File: src/rtl/useq_pkg.sv
package useq_pkg;
  localparam int UW      = 16;
  localparam int SEL_W   = 3;
  localparam int FIELD_W = 12;
  localparam int N_CTRL  = UW - 1;
  localparam int N_COND  = 1 << SEL_W;

  typedef logic [UW-1:0] uword_t;
  typedef enum logic {OP_BRANCH = 1'b0, OP_ASSERT = 1'b1} uop_e;

  function automatic uop_e op_of(uword_t w);
    return uop_e'(w[UW-1]);
  endfunction

  function automatic logic [SEL_W-1:0] sel_of(uword_t w);
    return w[UW-2 -: SEL_W];
  endfunction

  function automatic logic [FIELD_W-1:0] tgt_of(uword_t w);
    return w[FIELD_W-1:0];
  endfunction

  function automatic logic [N_CTRL-1:0] bits_of(uword_t w);
    return w[N_CTRL-1:0];
  endfunction
endpackage

File: src/rtl/useq_sync.sv
module useq_sync #(
  parameter int W      = 7,
  parameter int STAGES = 2
) (
  input  logic         clk,
  input  logic         rst_n,
  input  logic [W-1:0] d_i,
  output logic [W-1:0] q_o
);
  localparam int NS = (STAGES < 1) ? 1 : STAGES;

  logic [NS-1:0][W-1:0] chain;

  // plain shift chain; stage 0 captures the raw lines
  always_ff @(posedge clk or negedge rst_n) begin
    if (!rst_n) begin
      chain <= '0;
    end else begin
      chain[0] <= d_i;
      for (int s = 1; s < NS; s++) chain[s] <= chain[s-1];
    end
  end

  assign q_o = chain[NS-1];
endmodule

File: src/rtl/useq_rom.sv
module useq_rom
  import useq_pkg::*;
#(
  parameter int                    ADDR_W    = 12,
  parameter int                    ROM_DEPTH = 64,
  parameter logic [ROM_DEPTH*UW-1:0] PROGRAM = '0,
  parameter logic [UW-1:0]         FILL_WORD = 16'h8000
) (
  input  logic [ADDR_W-1:0] addr_i,
  output uword_t            word_o
);
  localparam int SPAN = 1 << ADDR_W;

  generate
    if (ROM_DEPTH >= SPAN) begin : g_full
      always_comb word_o = PROGRAM[int'(addr_i)*UW +: UW];
    end else begin : g_part
      // unpopulated addresses return the fill word
      always_comb begin
        if (int'(addr_i) < ROM_DEPTH) word_o = PROGRAM[int'(addr_i)*UW +: UW];
        else                           word_o = FILL_WORD;
      end
    end
  endgenerate
endmodule

File: src/rtl/useq_cond_mux.sv
module useq_cond_mux #(
  parameter int SEL_W = 3
) (
  input  logic [(1<<SEL_W)-2:0] status_i,
  input  logic [SEL_W-1:0]      sel_i,
  input  logic                  branch_i,
  output logic                  hit_o
);
  localparam int N = 1 << SEL_W;

  logic [N-1:0] lines;

  // line 0 is tied true
  assign lines = {status_i, 1'b1};
  assign hit_o = branch_i & lines[sel_i];
endmodule

File: src/rtl/useq_pc.sv
module useq_pc #(
  parameter int ADDR_W = 12
) (
  input  logic              clk,
  input  logic              rst_n,
  input  logic              load_i,
  input  logic [ADDR_W-1:0] tgt_i,
  output logic [ADDR_W-1:0] pc_o
);
  always_ff @(posedge clk or negedge rst_n) begin
    if (!rst_n)      pc_o <= '0;
    else if (load_i) pc_o <= tgt_i;
    else             pc_o <= pc_o + 1'b1;
  end
endmodule

File: src/rtl/useq_assert_dec.sv
module useq_assert_dec #(
  parameter int         N   = 15,
  parameter logic [N-1:0] POL = '1
) (
  input  logic         clk,
  input  logic         rst_n,
  input  logic         is_assert_i,
  input  logic [N-1:0] bits_i,
  output logic [N-1:0] ctrl_o
);
  logic [N-1:0] nxt;

  generate
    for (genvar i = 0; i < N; i++) begin : g_bit
      if (POL[i]) begin : g_hi
        assign nxt[i] = is_assert_i & bits_i[i];
      end else begin : g_lo
        assign nxt[i] = ~(is_assert_i & bits_i[i]);
      end
    end
  endgenerate

  always_ff @(posedge clk or negedge rst_n) begin
    if (!rst_n) ctrl_o <= ~POL;
    else        ctrl_o <= nxt;
  end
endmodule

File: src/rtl/useq_top.sv
module useq_top
  import useq_pkg::*;
#(
  parameter int                      ADDR_W      = 12,
  parameter int                      ROM_DEPTH   = 64,
  parameter logic [ROM_DEPTH*UW-1:0] PROGRAM     = '0,
  parameter logic [UW-1:0]           FILL_WORD   = 16'h8000,
  parameter logic [N_CTRL-1:0]       ACTIVE_POL  = '1,
  parameter int                      SYNC_STAGES = 2
) (
  input  logic              clk,
  input  logic              rst_n,
  input  logic [N_COND-2:0] status_i,
  output logic [ADDR_W-1:0] upc_o,
  output logic [N_CTRL-1:0] ctrl_o
);
  localparam int NSTAT = N_COND - 1;

  uword_t            uword;
  logic [NSTAT-1:0]  status_sync;
  logic              is_branch;
  logic              cond_hit;
  logic [ADDR_W-1:0] target;

  useq_sync #(.W(NSTAT), .STAGES(SYNC_STAGES)) u_sync (
    .clk(clk), .rst_n(rst_n), .d_i(status_i), .q_o(status_sync)
  );

  useq_rom #(.ADDR_W(ADDR_W), .ROM_DEPTH(ROM_DEPTH), .PROGRAM(PROGRAM),
             .FILL_WORD(FILL_WORD)) u_rom (
    .addr_i(upc_o), .word_o(uword)
  );

  assign is_branch = (op_of(uword) == OP_BRANCH);
  assign target    = ADDR_W'(tgt_of(uword));

  useq_cond_mux #(.SEL_W(SEL_W)) u_cmux (
    .status_i(status_sync), .sel_i(sel_of(uword)),
    .branch_i(is_branch), .hit_o(cond_hit)
  );

  useq_pc #(.ADDR_W(ADDR_W)) u_pc (
    .clk(clk), .rst_n(rst_n), .load_i(cond_hit), .tgt_i(target), .pc_o(upc_o)
  );

  useq_assert_dec #(.N(N_CTRL), .POL(ACTIVE_POL)) u_dec (
    .clk(clk), .rst_n(rst_n), .is_assert_i(!is_branch),
    .bits_i(bits_of(uword)), .ctrl_o(ctrl_o)
  );
endmodule

File: config.mk
export PLATFORM = sky130hd
export DESIGN_NAME = useq_top
export DESIGN_NICKNAME = d
export VERILOG_FILES = /design/src/rtl/useq_pkg.sv /design/src/rtl/useq_sync.sv /design/src/rtl/useq_rom.sv /design/src/rtl/useq_cond_mux.sv /design/src/rtl/useq_pc.sv /design/src/rtl/useq_assert_dec.sv /design/src/rtl/useq_top.sv
export SDC_FILE = /design/constraint.sdc
export NUM_CORES = 1
export LEC_CHECK = 0
export CELL_PAD_IN_SITES_DETAIL_PLACEMENT = 1
export CELL_PAD_IN_SITES_GLOBAL_PLACEMENT = 1
export CORE_MARGIN = 1
export CORE_UTILIZATION = 28
export DETAILED_ROUTE_END_ITERATION = 10
export GPL_ROUTABILITY_DRIVEN = 0
export PLACE_DENSITY_LB_ADDON = 0.08
export SLEW_MARGIN = 40
export SYNTH_ARGS = -nofsm -noshare
export SYNTH_HDL_FRONTEND = slang
export SYNTH_SLANG_ARGS = --single-unit
File: constraint.sdc
create_clock -name clk -period 2.1 [get_ports clk]
set_input_delay 0.525 -clock clk [delete_from_list [all_inputs] [get_ports clk]]
set_output_delay 0.525 -clock clk [all_outputs]
set_load 0.02 [all_outputs]
After elaboration in Yosys (flattened, before gate mapping) --
Cells that the tools add are included.
Storage, ports and cells: bits of input ports 9, register bits 41, word-level logic and storage cells 29
Cells by class: multiplexer cells 4, shift operators 1, add/sub/neg operators 1, bitwise gates (word level) 17, magnitude comparators 2
Operators by type and width (count):
- 1024-bit by 17-bit indexed part select with 16-bit output, first input constant | 1
- 1-bit bitwise AND | 16
- 16-bit two-way mux | 1
- 12-bit by 1-bit adder with 12-bit output, second input constant | 1
- 12-bit by 7-bit less-than comparator with 1-bit output, second input constant | 1
- 12-bit two-way mux | 1
- 3-bit by 4-bit less-than comparator with 1-bit output, second input constant | 1
- 1-bit binary-select mux with 3-bit select | 1
- 1-bit two-way mux | 1
- 1-bit NOT | 1

Longest topological paths before layout --
Gate-level depths: netlist (run 1).
depth after elaboration 6, mapped depth 4, gate-level depth less buffers 4

Modules after synthesis --
Synthesis (run 1) repeated with hierarchy kept, for this count alone.
Second synthesis, totals: cells, all modules 145, area total of the unflattened synthesis 1734.2 um^2
Modules (own cells, without submodules):
- useq_pc | seq. area each 300.3 um^2, instances 1, cells an instance 66, area an instance 638.1 um^2
- useq_assert_dec | seq. area each 375.4 um^2, instances 1, cells an instance 31, area an instance 494.2 um^2
- useq_sync | seq. area each 350.3 um^2, instances 1, cells an instance 21, area an instance 402.9 um^2
- useq_rom | seq. area each 0.0 um^2, instances 1, cells an instance 19, area an instance 130.1 um^2
- useq_cond_mux | seq. area each 0.0 um^2, instances 1, cells an instance 7, area an instance 65.1 um^2
- useq_top | seq. area each 0.0 um^2, instances 1, cells an instance 1, area an instance 3.8 um^2

Least setup slack after synthesis (run 1) --
OpenSTA, ideal clock, no wires.
kind register to register, start register u_pc.pc_o[6], end register u_pc.pc_o[2], setup slack 670 ps, cell stages (with the launch flop) 4, data required time 1971 ps, setup time 129 ps, buffers on the path 0, arrival time 1301 ps, period minus slack after synthesis 1430 ps, cell sequence dfrtp_1 or4_4 nor3_4 nor2_1
Between the ends: cells in the longest elaborated chain, start to end 6, elaborated cells on any way between the ends 8, those cells by class 1 x order compare; 1 x shift; 4 x mux; 2 x bitwise
RTL lines:
- start: declaration | line useq_pc.sv:8 | output logic [ADDR_W-1:0] pc_o
- start signal: assignment | line useq_pc.sv:12 | else if (load_i) pc_o <= tgt_i;
- start signal: assignment | line useq_pc.sv:13 | else pc_o <= pc_o + 1'b1;
- 1024-bit by 17-bit indexed part select with 16-bit output / 12-bit by 7-bit less-than comparator with 1-bit output (equally long branches) | line useq_rom.sv:20 | if (int'(addr_i) < ROM_DEPTH) word_o = PROGRAM[int'(addr_i)*UW +: UW];
- 16-bit two-way mux (*) | line useq_rom.sv:20
- 1-bit binary-select mux with 3-bit select | line useq_cond_mux.sv:15 | assign hit_o = branch_i & lines[sel_i];
- 1-bit two-way mux (not written as such) | line useq_cond_mux.sv:15
- 1-bit bitwise AND | line useq_cond_mux.sv:15
- 12-bit two-way mux (*) | line useq_pc.sv:12
Mark *: on every way between the ends. The rest lies on a longest branch, timed or not. The select of a mux whose other input is x is not followed.

Worst setup path in the final report (run 1) --
start register u_pc.pc_o[8], end output upc_o[8]
RTL lines:
- end: declaration | line useq_top.sv:14 | output logic [ADDR_W-1:0] upc_o,
No word-level cell between the ends.

==> impl_metrics.tcl, run 1 <==
set metrics [dict create \
    status "finished clean" \
    synth_top_area_share_pct 46.2 \
    total_power_uw 404 \
    grt_pass1_vias 445 \
    grt_max_degree 13 \
    cp-start-kind "flop" \
    setup_viol_count_final 0 \
    antenna_found_initial 0 \
    io_buffers 13 \
    avgSynthCellArea_um2 10.0 \
    insertedDiodeCount 0 \
    synthTopCellsByArea "dfrtp_1 46%, buf_4 17%, xor2_1 6.7%" \
    cts_max_path_buffers 2 \
    final_common_cell "conb_1" \
    dpl.cell_count 105 \
    slowest_delay_ps 640 \
    cts-resized-gates 0 \
    largest_reg_flops 12 \
    rsz0062_at_grt "false" \
    hold_viol_final 0 \
    final_cell_mix "15 x conb_1, 13 x clkdlybuf4s50_1, 12 x dfrtp_1" \
    cts_tree "built" \
    htree_levels 1 \
    clk_pin_slew_worst_paths_ps 80 \
    drt-total-wl_mm 1.27 \
    cp.required_ps 1570 \
    areaGrowthSynthToFinish_pct 19.6 \
    worst-path-buf-inv 1 \
    use_met3_pct 5.45 \
    power.density_nw_per_um2 519 \
    slowest_stage "clkdlybuf4s50_1" \
    initial_core_util_pct 29.7 \
    worst_slew_pin_slew_ps 575 \
    ant_nets 0 \
    top_usage_layer "met2" \
    clkSinkCount 12 \
    async_flop_share_pct 100 \
    max_cap_viol_count 0 \
    grt_overflow 0 \
    netlist_area_um2 651 \
    cp_cell_sequence "clkdlybuf4s50_1" \
    vias 463 \
    fin_nets 92 \
    cts_hold_buf 0 \
    cts_buffers 3 \
    timing.final.crit_share_pct 91.4 \
    path_class "reg -> out" \
    drc 0 \
    ir_drop_uv 337 \
    fp.dieArea_um2 2520 \
    clock_skew_ps 6.48 \
    groute.layer.met2.usage_pct 16.9 \
    grt_use_total_pct 12.0 \
    leakage_uw 0.000348 \
    met1_usage_pct 15.3 \
    setup-tns-final_ps 0 \
    die_h_um 50.2 \
    synth_top_cell_by_area "dfrtp_1" \
    die_w_um 50.2 \
    max_freq_mhz 521 \
    maxSlewViolCount 0 \
    layout-drive-gt1-share_pct 6.25 \
    ys_ff_latch 12 \
    yosys.cell_types.count 19 \
    dpl.hpwl_um 903 \
    vias_per_cell 4.29 \
    core-area_um2 2190 \
    period_minus_slack_ps 1920 \
    ys.flop_type "dfrtp_1" \
    synth-edff-count 0 \
    ys_seq_area_share_pct 46.2 \
    worstSetupEndpointType "primary output" \
    drt_iter0_drc 2 \
    root_buffer "clkbuf_4" \
    postCtsSetupRepairBufs 0 \
    slew_headroom_pct 61.6 \
    rows 17 \
    crit_fanout 5 \
    wl_per_cell_um 11.7 \
    fin_cells 108 \
    hold_path.class "reg -> reg" \
    ys_warn_count 0 \
    arrival_ps 1390 \
    drt-pass1-iter-count 4 \
    pin_count 36 \
    crit_family "buffers and inverters" \
    reg.largest.list "u_pc.pc_o x12" \
    syn_inst 65 \
    insertion_delay_ps 280 \
    grt_pass1_wl_mm 2.14 \
    top_register "u_pc.pc_o" \
]
==> final timing paths <==
kind	depth (start not counted)	slack (ps)	to	startpoint
max	1	180	upc_o[8]	u_pc.pc_o[8]
min	1	490	u_pc.pc_o[0]	u_pc.pc_o[0]
max reg2reg	3	600	u_pc.pc_o[2]	u_pc.pc_o[6]
min reg2reg	1	490	u_pc.pc_o[0]	u_pc.pc_o[0]
max in group asynchronous	1	1110	u_pc.pc_o[3]	rst_n
min in group asynchronous	1	610	u_pc.pc_o[6]	rst_n
==> layout make-up <==
class	count	area, um^2
Sequential cell	12	300
Timing Repair Buffer	13	130
Fill cell	262	1410
Clock buffer	3	22.5
Inverter	2	7.51
Tap cell	28	35.0
Multi-Input combinational cell	50	283
==> per-layer routing <==
layer | vias to the layer above | share of wire [%]
met5 | - | 0
met4 | 0 | 2.0
met3 | 4 | 5.9
met2 | 21 | 45
met1 | 221 | 47
li1 | 217 | -
==> logic make-up (layout without fill, tap and decap cells) <==
| group | count (synthesis) | count (layout) | synth area share (%) |
|---|---|---|---|
| simple gates | 22 | 22 | 19.0 |
| buf+inv | 17 | 18 | 18.5 |
| flops | 12 | 12 | 46.2 |
| xor+xnor | 8 | 8 | 10.8 |
| compound gates | 4 | 4 | 3.08 |
| fa+ha+maj | 1 | 1 | 1.92 |
| other cells | 1 | 15 | 0.576 |
==> synthesized netlist by cell type, drive strengths merged (2+ instances only) <==
master and instances:
dfrtp 12, nand2 3, inv 2, xnor2 3
nor3 4, nor2 5, nand3 4, buf 15
a21oi 2, o21ai 2, or3 2, xor2 5
==> per-stage QoR <==
step	utilization, %	cell area [um^2]	setup slack, ps	hold slack (ps)
2_1_floorplan	-	703	670	229
3_3_place_gp	34.5	756	469	488
3_5_place_dp	34.5	756	480	484
4_1_cts	35.5	778	163	496
5_1_grt	35.5	778	123	522
6_report	35.5	778	181	492
==> power breakdown <==
part | internal [uW] | switching (uW)
clock | 66.5 | 76.5
sequential | 231 | 0
combinational | 1.63 | 28.2
total | 299 | 105
Power figures use the tool's default switching activity.
==> inputs of run 2 (changes only) <==
PLACE_DENSITY = 0.9   (was unset)
PLACE_DENSITY_LB_ADDON = unset   (was 0.08)
==> run 2 against run 1 <==
  * Via count down 1.7%
  * Power up 9.8%
  * Clock power grew 28%
  * Routed wire length is 5.4% lower
  * Global-route usage shrank 0.52 points
  * Clock skew is 4.0 ps lower
  * Flip-flop and latch count is the same
  * Highest routed layer unchanged
==> impl_metrics.tcl, run 2 (synthesis gave the netlist of run 1 again) <==
set metrics [dict create \
    status "finished clean" \
    min_delay_path_depth 1 \
    whs_ps 489 \
    vias_per_cell 4.17 \
    dpl.hpwl_um 935 \
    period_minus_slack_ps 1920 \
    seqPwrFrac_pct 52.1 \
    power.density_nw_per_um2 560 \
    worst-path-buf-inv 1 \
    cts_max_path_buffers 2 \
    top_usage_layer "met2" \
    r2r_start "u_pc.pc_o[6]" \
    rsz0062_at_grt "false" \
    slew_headroom_pct 64.3 \
    drt-pass1-iter-count 2 \
    clk_pin_slew_worst_paths_ps 80 \
    die_h_um 50.2 \
    grt_use_total_pct 11.4 \
    leakage_uw 0.000355 \
    ant_nets 0 \
    layout-drive-gt1-share_pct 7.41 \
    arrival_ps 1400 \
    ir_drop_uv 180 \
    cts-resized-gates 0 \
    pin_count 36 \
    slowest_delay_ps 650 \
    hold_path.class "reg -> reg" \
    areaGrowthSynthToFinish_pct 21.7 \
    max_freq_mhz 521 \
    insertedDiodeCount 0 \
    rr_worst_depth 3 \
    grt_overflow 0 \
    grt_max_degree 13 \
    rows 17 \
    clockPowerShare_pct 41.3 \
    drc 0 \
    timing.final.crit_share_pct 91.5 \
    maxSlewViolCount 0 \
    grt_pass1_wl_mm 2.10 \
    cp-start-kind "flop" \
    setup-tns-final_ps 0 \
    slowest_stage "clkdlybuf4s50_1" \
    antenna_found_initial 0 \
    worstSetupEndpointType "primary output" \
    clkSinkCount 12 \
    initial_core_util_pct 29.7 \
    path_class "reg -> out" \
    cts_tree "built" \
    reg2reg_slack_ps 630 \
    hold_viol_final 0 \
    die_w_um 50.2 \
    postCtsSetupRepairBufs 0 \
    switching_share_pct 23.8 \
    fp.dieArea_um2 2520 \
    insertion_delay_ps 270 \
    root_buffer "clkbuf_4" \
    worstReg2RegEnd "u_pc.pc_o[4]" \
    power_frac_comb_pct 6.7 \
    worst_slew_pin_slew_ps 534 \
    clock_skew_ps 2.50 \
    fin_nets 92 \
    cp.required_ps 1570 \
    fillers 266 \
    cts_buffers 3 \
    final_common_cell "conb_1" \
    groute.layer.met2.usage_pct 18.7 \
    core-area_um2 2190 \
    htree_levels 1 \
    met1_usage_pct 13.3 \
    wl_per_cell_um 11.0 \
    setup_viol_count_final 0 \
    vias 455 \
    top_register "u_pc.pc_o" \
    final_cell_mix "15 x conb_1, 13 x clkdlybuf4s50_1, 12 x dfrtp_1" \
    grt_pass1_vias 443 \
    drt_iter0_drc 3 \
    worstHoldStart "u_pc.pc_o[0]" \
    switching_power_uw 105 \
    crit_family "buffers and inverters" \
    worstHoldEndpoint "u_pc.pc_o[0]" \
    drt-total-wl_mm 1.20 \
    cp_cell_sequence "clkdlybuf4s50_1" \
    p_int_uw 338 \
    cts_hold_buf 0 \
    largest_reg_flops 12 \
    io_buffers 13 \
    crit_fanout 6 \
    use_met3_pct 2.73 \
    reg.largest.list "u_pc.pc_o x12" \
    max_cap_viol_count 0 \
]
run 2: changes by cell type in the layout (fill, tap and decap cells not counted):
cell,before,now
clkbuf_8,0,1
run 2: worst max path at each step:
stage | from | slack [ps] | end | depth (start not counted)
floorplan | u_pc.pc_o[6] | 670 | u_pc.pc_o[2] | 3
global placement | u_pc.pc_o[8] | 470 | upc_o[8] | 1
detailed placement | u_pc.pc_o[8] | 470 | upc_o[8] | 1
CTS | u_pc.pc_o[2] | 160 | upc_o[2] | 1
global route | u_pc.pc_o[2] | 120 | upc_o[2] | 1
finish | u_pc.pc_o[2] | 180 | upc_o[2] | 1
run 2: metrics by stage:
stage                     util, %  total power [uW]  instances  instance area [um^2]  setup WS [ps]
after floorplan                 -               280         79                   703            670
after global placement       34.5               265        105                   756            473
after detailed placement     34.5               265        105                   756            470
after CTS                    36.2               447        109                   792            165
after global routing         36.2               465        109                   792            120
final                        36.2               443        109                   792            179
run 2: area by class of cell:
cell class | instances | area, um^2 | area share (%)
sequential | 12 | 300 | 37.9
inverter | 2 | 7.51 | 0.948
clock buffer | 4 | 36.3 | 4.58
multi-input combinational | 50 | 283 | 35.7
timing repair buffer | 13 | 130 | 16.4
tap | 28 | 35.0 | 4.42
run 2: layer usage:
metal / vias to the layer above / share of wire, %
li1: 218 / -
met1: 214 / 42
met3: 4 / 5.1
met4: 0 / 2.6
met2: 19 / 50
met5: - / 0
run 2: power groups by stage:
stage	clock (uW)	combinational [uW]	sequential, uW
6_report	183	29.5	231
5_1_grt	201	32.4	231
4_1_cts	187	29.5	231
3_5_place_dp	0	29.4	235
3_3_place_gp	0	29.2	235
2_1_floorplan	0	44.6	236
